File: src/rtl/tmr_pkg.sv
package tmr_pkg;

  typedef enum logic [1:0] {
    SEL_STATUS = 2'd0,
    SEL_CONTROL = 2'd1,
    SEL_RELOAD = 2'd2,
    SEL_LIVE = 2'd3
  } reg_sel_e;

  localparam int CTL_IRQ_EN = 0;
  localparam int CTL_AUTO = 1;
  localparam int CTL_GO = 2;
  localparam int CTL_HALT = 3;

  localparam int ST_TIMEOUT = 0;
  localparam int ST_RUNNING = 1;

  // Two live status bits, packed in register order
  function automatic logic [1:0] status_bits(input logic running, input logic timeout);
    return {running, timeout};
  endfunction

  // Halt has priority over go; with neither, keep the present state
  function automatic logic run_after_ctl(input logic now, input logic go, input logic halt);
    if (halt) return 1'b0;
    if (go) return 1'b1;
    return now;
  endfunction

endpackage

File: src/rtl/tmr_decode.sv
module tmr_decode #(
  parameter int ADDR_W = 8
) (
  input  logic [ADDR_W-1:0]  addr,
  input  logic               we,
  input  logic               re,
  output logic               wr_status,
  output logic               wr_control,
  output logic               wr_reload,
  output logic               rd_hit,
  output tmr_pkg::reg_sel_e  rd_sel
);
  localparam int LOW_BITS = 2;
  localparam int WIN_BITS = 4;

  logic in_window;
  logic aligned;
  tmr_pkg::reg_sel_e sel;

  assign aligned = (addr[LOW_BITS-1:0] == '0);
  assign sel     = tmr_pkg::reg_sel_e'(addr[WIN_BITS-1:LOW_BITS]);

  generate
    if (ADDR_W > WIN_BITS) begin : g_upper
      assign in_window = aligned && (addr[ADDR_W-1:WIN_BITS] == '0);
    end else begin : g_flat
      assign in_window = aligned;
    end
  endgenerate

  assign wr_status  = we && in_window && (sel == tmr_pkg::SEL_STATUS);
  assign wr_control = we && in_window && (sel == tmr_pkg::SEL_CONTROL);
  assign wr_reload  = we && in_window && (sel == tmr_pkg::SEL_RELOAD);
  assign rd_hit     = re && in_window;
  assign rd_sel     = sel;
endmodule

File: src/rtl/tmr_regs.sv
module tmr_regs #(
  parameter int DATA_W = 32
) (
  input  logic              clk,
  input  logic              rst_n,
  input  logic              wr_status,
  input  logic              wr_control,
  input  logic              wr_reload,
  input  logic [DATA_W-1:0] wdata,
  input  logic              expire,
  output logic [DATA_W-1:0] ctrl_q,
  output logic [DATA_W-1:0] reload_q,
  output logic              timeout_q
);
  always_ff @(posedge clk) begin
    if (!rst_n) begin
      ctrl_q    <= '0;
      reload_q  <= '0;
      timeout_q <= 1'b0;
    end else begin
      if (wr_control) ctrl_q <= wdata;
      if (wr_reload) reload_q <= wdata;
      // an expiry in the acknowledge cycle must not be lost
      if (expire) timeout_q <= 1'b1;
      else if (wr_status) timeout_q <= 1'b0;
    end
  end

  assert_flag_set_R6: assert property (@(posedge clk) disable iff (!rst_n)
    expire |=> timeout_q);

  assert_flag_clear_R9: assert property (@(posedge clk) disable iff (!rst_n)
    wr_status && !expire |=> !timeout_q);

  assert_flag_sticky_R9: assert property (@(posedge clk) disable iff (!rst_n)
    timeout_q && !wr_status |=> timeout_q);
endmodule

File: src/rtl/tmr_count.sv
module tmr_count #(
  parameter int DATA_W = 32
) (
  input  logic              clk,
  input  logic              rst_n,
  input  logic              wr_control,
  input  logic              go_req,
  input  logic              halt_req,
  input  logic              wr_reload,
  input  logic [DATA_W-1:0] wdata,
  input  logic              auto_mode,
  input  logic [DATA_W-1:0] reload_q,
  output logic [DATA_W-1:0] count_q,
  output logic              running_q,
  output logic              expire
);
  localparam logic [DATA_W-1:0] ONE = DATA_W'(1);
  localparam logic [DATA_W-1:0] TWO = DATA_W'(2);

  function automatic logic at_end(input logic [DATA_W-1:0] c);
    return c < TWO;
  endfunction

  function automatic logic [DATA_W-1:0] step_down(input logic [DATA_W-1:0] c);
    return c - ONE;
  endfunction

  logic halt_now;
  logic tick;

  assign halt_now = wr_control && halt_req;
  assign tick     = running_q && !halt_now;
  assign expire   = tick && at_end(count_q);

  always_ff @(posedge clk) begin
    if (!rst_n) begin
      count_q   <= '0;
      running_q <= 1'b0;
    end else begin
      if (wr_reload) count_q <= wdata;
      else if (expire) count_q <= auto_mode ? reload_q : '0;
      else if (tick) count_q <= step_down(count_q);

      if (wr_control) running_q <= tmr_pkg::run_after_ctl(running_q, go_req, halt_req);
      else if (expire && !auto_mode) running_q <= 1'b0;
    end
  end

  assert_step_R5: assert property (@(posedge clk) disable iff (!rst_n)
    running_q && !wr_control && !wr_reload && count_q > ONE |=> count_q == $past(count_q) - ONE);

  assert_hold_R5: assert property (@(posedge clk) disable iff (!rst_n)
    !running_q && !wr_reload |=> $stable(count_q));

  assert_oneshot_R7: assert property (@(posedge clk) disable iff (!rst_n)
    expire && !auto_mode && !wr_reload && !wr_control |=> !running_q && count_q == '0);

  assert_reload_R8: assert property (@(posedge clk) disable iff (!rst_n)
    expire && auto_mode && !wr_reload && !wr_control |=> running_q && count_q == $past(reload_q));

  assert_halt_wins_R3: assert property (@(posedge clk) disable iff (!rst_n)
    wr_control && halt_req |=> !running_q);

  assert_load_R4: assert property (@(posedge clk) disable iff (!rst_n)
    wr_reload |=> count_q == $past(wdata));
endmodule

File: src/rtl/tmr_readback.sv
module tmr_readback #(
  parameter int DATA_W = 32
) (
  input  logic              clk,
  input  logic              rst_n,
  input  logic              rd_hit,
  input  tmr_pkg::reg_sel_e rd_sel,
  input  logic [DATA_W-1:0] ctrl_q,
  input  logic [DATA_W-1:0] reload_q,
  input  logic [DATA_W-1:0] count_q,
  input  logic              running_q,
  input  logic              timeout_q,
  output logic [DATA_W-1:0] rdata
);
  logic [DATA_W-1:0] status_word;
  logic [DATA_W-1:0] picked;

  always_comb begin
    status_word = '0;
    status_word[tmr_pkg::ST_RUNNING:tmr_pkg::ST_TIMEOUT] = tmr_pkg::status_bits(running_q, timeout_q);
  end

  always_comb begin
    case (rd_sel)
      tmr_pkg::SEL_STATUS:  picked = status_word;
      tmr_pkg::SEL_CONTROL: picked = ctrl_q;
      tmr_pkg::SEL_RELOAD:  picked = reload_q;
      default:              picked = count_q;
    endcase
  end

  always_ff @(posedge clk) begin
    if (!rst_n) rdata <= '0;
    else rdata <= rd_hit ? picked : '0;
  end
endmodule

File: src/rtl/interval_timer.sv
module interval_timer #(
  parameter int ADDR_W = 8,
  parameter int DATA_W = 32
) (
  input  logic              clk,
  input  logic              rst_n,
  input  logic [ADDR_W-1:0] bus_addr,
  input  logic [DATA_W-1:0] bus_wdata,
  input  logic              bus_we,
  input  logic              bus_re,
  output logic [DATA_W-1:0] bus_rdata,
  output logic              irq_o
);
  logic wr_status, wr_control, wr_reload, rd_hit;
  tmr_pkg::reg_sel_e rd_sel;
  logic [DATA_W-1:0] ctrl_q, reload_q, count_q;
  logic timeout_q, running_q, expire;

  tmr_decode #(.ADDR_W(ADDR_W)) u_decode (
    .addr(bus_addr), .we(bus_we), .re(bus_re),
    .wr_status(wr_status), .wr_control(wr_control), .wr_reload(wr_reload),
    .rd_hit(rd_hit), .rd_sel(rd_sel)
  );

  tmr_regs #(.DATA_W(DATA_W)) u_regs (
    .clk(clk), .rst_n(rst_n),
    .wr_status(wr_status), .wr_control(wr_control), .wr_reload(wr_reload),
    .wdata(bus_wdata), .expire(expire),
    .ctrl_q(ctrl_q), .reload_q(reload_q), .timeout_q(timeout_q)
  );

  tmr_count #(.DATA_W(DATA_W)) u_count (
    .clk(clk), .rst_n(rst_n),
    .wr_control(wr_control),
    .go_req(bus_wdata[tmr_pkg::CTL_GO]), .halt_req(bus_wdata[tmr_pkg::CTL_HALT]),
    .wr_reload(wr_reload), .wdata(bus_wdata),
    .auto_mode(ctrl_q[tmr_pkg::CTL_AUTO]), .reload_q(reload_q),
    .count_q(count_q), .running_q(running_q), .expire(expire)
  );

  tmr_readback #(.DATA_W(DATA_W)) u_readback (
    .clk(clk), .rst_n(rst_n), .rd_hit(rd_hit), .rd_sel(rd_sel),
    .ctrl_q(ctrl_q), .reload_q(reload_q), .count_q(count_q),
    .running_q(running_q), .timeout_q(timeout_q), .rdata(bus_rdata)
  );

  assign irq_o = timeout_q & ctrl_q[tmr_pkg::CTL_IRQ_EN];

  assert_unmapped_zero_R2: assert property (@(posedge clk) disable iff (!rst_n)
    bus_re && !rd_hit |=> bus_rdata == '0);

  assert_idle_zero_R2: assert property (@(posedge clk) disable iff (!rst_n)
    !bus_re |=> bus_rdata == '0);

  assert_irq_needs_flag_R10: assert property (@(posedge clk) disable iff (!rst_n)
    wr_status && !expire |=> !irq_o);
endmodule

File: config.mk
export PLATFORM = sky130hd
export DESIGN_NAME = interval_timer
export DESIGN_NICKNAME = d
export VERILOG_FILES = /design/src/rtl/tmr_pkg.sv /design/src/rtl/tmr_decode.sv /design/src/rtl/tmr_regs.sv /design/src/rtl/tmr_count.sv /design/src/rtl/tmr_readback.sv /design/src/rtl/interval_timer.sv
export SDC_FILE = /design/constraint.sdc
export NUM_CORES = 1
export LEC_CHECK = 0
export BUFFER_PORTS_ARGS = -buffer_cell sky130_fd_sc_hd__buf_4
export CAP_MARGIN = 25
export CORE_MARGIN = 2
export CORE_UTILIZATION = 45
export DETAILED_ROUTE_END_ITERATION = 10
export GPL_ROUTABILITY_DRIVEN = 0
export PLACE_DENSITY = 0.76
export SLEW_MARGIN = 25
export SYNTH_ARGS = -nofsm -noshare
export SYNTH_HDL_FRONTEND = slang
export SYNTH_SLANG_ARGS = --single-unit
File: constraint.sdc
create_clock -name clk -period 4.05 [get_ports clk]
set_input_delay 0.405 -clock clk [delete_from_list [all_inputs] [get_ports clk]]
set_output_delay 0.405 -clock clk [all_outputs]
set_load 0.05 [all_outputs]
==> results.yml <==
route:
  viasPerCell: 5.96
  drc_errors: 0
  drtIter0Drc: 700
  drt.antenna.violating_nets: 0
  vias: 5982
  first_pass_iters: 6
  routedWlPerCell_um: 17.7
  wirelength_mm: 17.7
timing:
  setup_viol: 0
  postLayoutSetupSlackWorst_ns: 1.37
  layout_min_cycle_time_ns: 2.68
  finalMaxSlewViolations: 0
  worst_pin_slew_ns: 0.928
  skew_ns: 0.00614
  slew-limit-headroom: 0.381
  fin_crit_sh: 0.663
  rsz0062_at_grt: "no"
  hold_viol_final: 0
  setup_tns_ns: 0
  max_freq_mhz: 373
die:
  io_pins: 77
  core_area_sq_mm: 0.0138
  die_area_sq_mm: 0.0150
  rows: 43
  initial_utilization: 0.459
  die_x_um: 122
  fp.dieH_um: 122
logic_synthesis:
  ys.flop_type: "dfxtp_1"
  yosysUniqueCellTypes: 64
  yosysSeqAreaShare: 0.412
  async_flop_share: 0
  ys_seq_elements: 130
  synth_edf_count: 0
  syn_inst: 768
  syn_area_per_cell_sq_um: 8.23
  syn_nets: 813
  ys_warn_count: 0
  syn_area_sq_mm: 0.00632
clock_tree:
  cts_made_buffers: 17
  root_buffer: "clkbuf_16"
  path_clk_slew_ns: 0.06
  ctsResizeCount: 0
  cts_setup_buffers: 0
  h-tree-depth: 4
  cts_buffer_depth: 2
  clock-sinks: 130
  worstSkewPairLatency_ns: 0.43
  cts_tree: "built"
  holdBufCountCts: 0
job:
  cap_violations: 0
critical_path:
  critPathMaxFanout: 19
  r2r_slack_ns: 1.37
  critPathCaptureType: "register"
  worst_setup_path_start_kind: "register"
  arrival_ns: 3.02
  critPathKind: "register to register"
  required_ns: 4.38
grt:
  antenna_found_initial: 0
  grt_overflow: 0
  grt_pass1_vias: 5757
  grt_pass1_wl_mm: 29.5
  grt_max_degree: 79
  track_usage: 0.251
cells_and_area:
  register_area_sq_mm: 0.00260
  final_cells: 1004
  area_growth_pct: 19.9
  nets: 856
  n_fill_cell: 1293
  drive_gt1_frac: 0.203
  multi_input_area_sq_mm: 0.00341
  diodes: 0
pwr:
  finalPower_w: 0.00308
  leakagePower_nw: 2.77
  ir_worst_vdd_mv: 0.260
  power_density_mw_per_mm2: 407
placement:
  preCtsSetupSlack_ns: 1.14
  port-buffer-count: 76
  post-dp-hpwl_mm: 11.2
  place_inst: 972
run_status:
  status: "finished clean"
worst_hold_path:
  hold_class: "input pin to register"
==> cells in the final DEF (no fill, tap or decap), types with 4 or more instances in the layout <==
cell,n
a21boi_0,13
a21oi_1,87
a22oi_1,47
and2_1,14
and3_1,5
and4_1,6
buf_4,88
bufinv_16,5
clkbuf_16,17
clkinvlp_4,4
dfxtp_1,130
inv_1,7
mux2_2,30
nand2_1,149
nand3_1,10
nand4_1,14
nor2_1,51
nor2b_1,4
nor3_1,20
nor3_2,5
nor4_1,11
o21ai_0,6
o21ai_1,4
o221ai_1,4
o311ai_1,4
o31a_1,5
o31ai_1,9
o32ai_1,10
xnor2_1,6
==> worst max-delay path, stage by stage (launching register included) <==
cell	delay (ns)
dfxtp_1	0.38
nor4_2	0.54
and4_1	0.48
and4_1	0.74
nor3_1	0.14
o32ai_1	0.30
==> per-layer routing <==
layer | vias up | share of wire | wire length [um] | GRT usage
met2 | 251 | 0.46 | 8090 | 0.389
li1 | 2871 | - | - | -
met3 | 41 | 0.082 | 1460 | 0.0572
met4 | 0 | 0.023 | 402 | 0.111
met5 | - | 0 | 0 | 0
met1 | 2819 | 0.44 | 7790 | 0.333
==> metrics by stage <==
stage | hold slack, ns | instance area [sq um] | utilization
global route | 0.217 | 7570 | 0.550
finish | 0.218 | 7570 | 0.550
global placement | 0.442 | 6930 | 0.503
CTS | 0.210 | 7570 | 0.550
floorplan | 0.437 | 6320 | -
detailed placement | 0.448 | 6930 | 0.503
==> flip-flops by register name, indices dropped and copies added, names as in the netlist <==
signal and cells:
u_regs.reload_q 32, u_regs.timeout_q 1, u_regs.ctrl_q 32, u_count.count_q 32, u_count.running_q 1, u_readback.rdata 32
==> synthesized netlist by cell type (all sizes together) (3+ instances only) <==
| library cell | count | area [sq um] |
|---|---|---|
| o32ai | 10 | 87.6 |
| o21ai | 10 | 50.1 |
| buf | 17 | 97.6 |
| nand2 | 149 | 559 |
| nor2 | 51 | 191 |
| o31ai | 9 | 67.6 |
| a21boi | 14 | 105 |
| a211oi | 3 | 22.5 |
| nand3 | 10 | 50.1 |
| o211ai | 3 | 22.5 |
| a22oi | 47 | 353 |
| inv | 8 | 30.0 |
| nor3 | 25 | 150 |
| o311ai | 4 | 35.0 |
| and3 | 5 | 31.3 |
| and2 | 15 | 93.8 |
| clkbuf | 47 | 176 |
| a221oi | 3 | 26.3 |
| mux2 | 30 | 338 |
| nor2b | 5 | 31.3 |
| o31a | 5 | 43.8 |
| or4 | 3 | 26.3 |
| o221ai | 4 | 35.0 |
| xnor2 | 6 | 52.6 |
| a21oi | 87 | 435 |
| nand4 | 15 | 100 |
| o21a | 3 | 22.5 |
| or3 | 3 | 18.8 |
| dfxtp | 130 | 2600 |
| and4 | 6 | 52.6 |
| nor4 | 14 | 106 |
| nor3b | 3 | 22.5 |
==> worst paths after layout <==
kind                                           from                   to  cells after the start
worst max-delay path            u_count.count_q[24]  u_count.count_q[18]                      5
worst min-delay path                   bus_wdata[5]   u_count.count_q[5]                      3
worst max register to register  u_count.count_q[24]  u_count.count_q[18]                      5
worst min register to register    u_regs.ctrl_q[24]    u_regs.ctrl_q[24]                      2
==> logic make-up (layout without fill, tap and decap cells) <==
logic type,Yosys count,in the layout,share of synthesized area
fa+ha+maj,1,1,0.00198
buf+inv,72,128,0.0481
simple gates,309,309,0.237
xor+xnor,7,7,0.00971
mux,32,32,0.0606
compound gates,217,217,0.231
flops,130,130,0.412
==> report_power, final <==
part | total, W | internal [W] | switching (W)
clock | 0.00168 | 0.00109 | 0.000588
combinational | 0.000123 | 0.0000471 | 0.0000761
sequential | 0.00128 | 0.00128 | 0.00000129
==> final cells by class <==
class	instances	share of cell area
clock buffer	18	0.0567
clock inverter	14	0.0281
inverter	8	0.00396
multi-input combinational	566	0.451
sequential	130	0.344
tap	180	0.0297
timing repair buffer	88	0.0872
No activity file was read; power rests on OpenSTA's default activity.
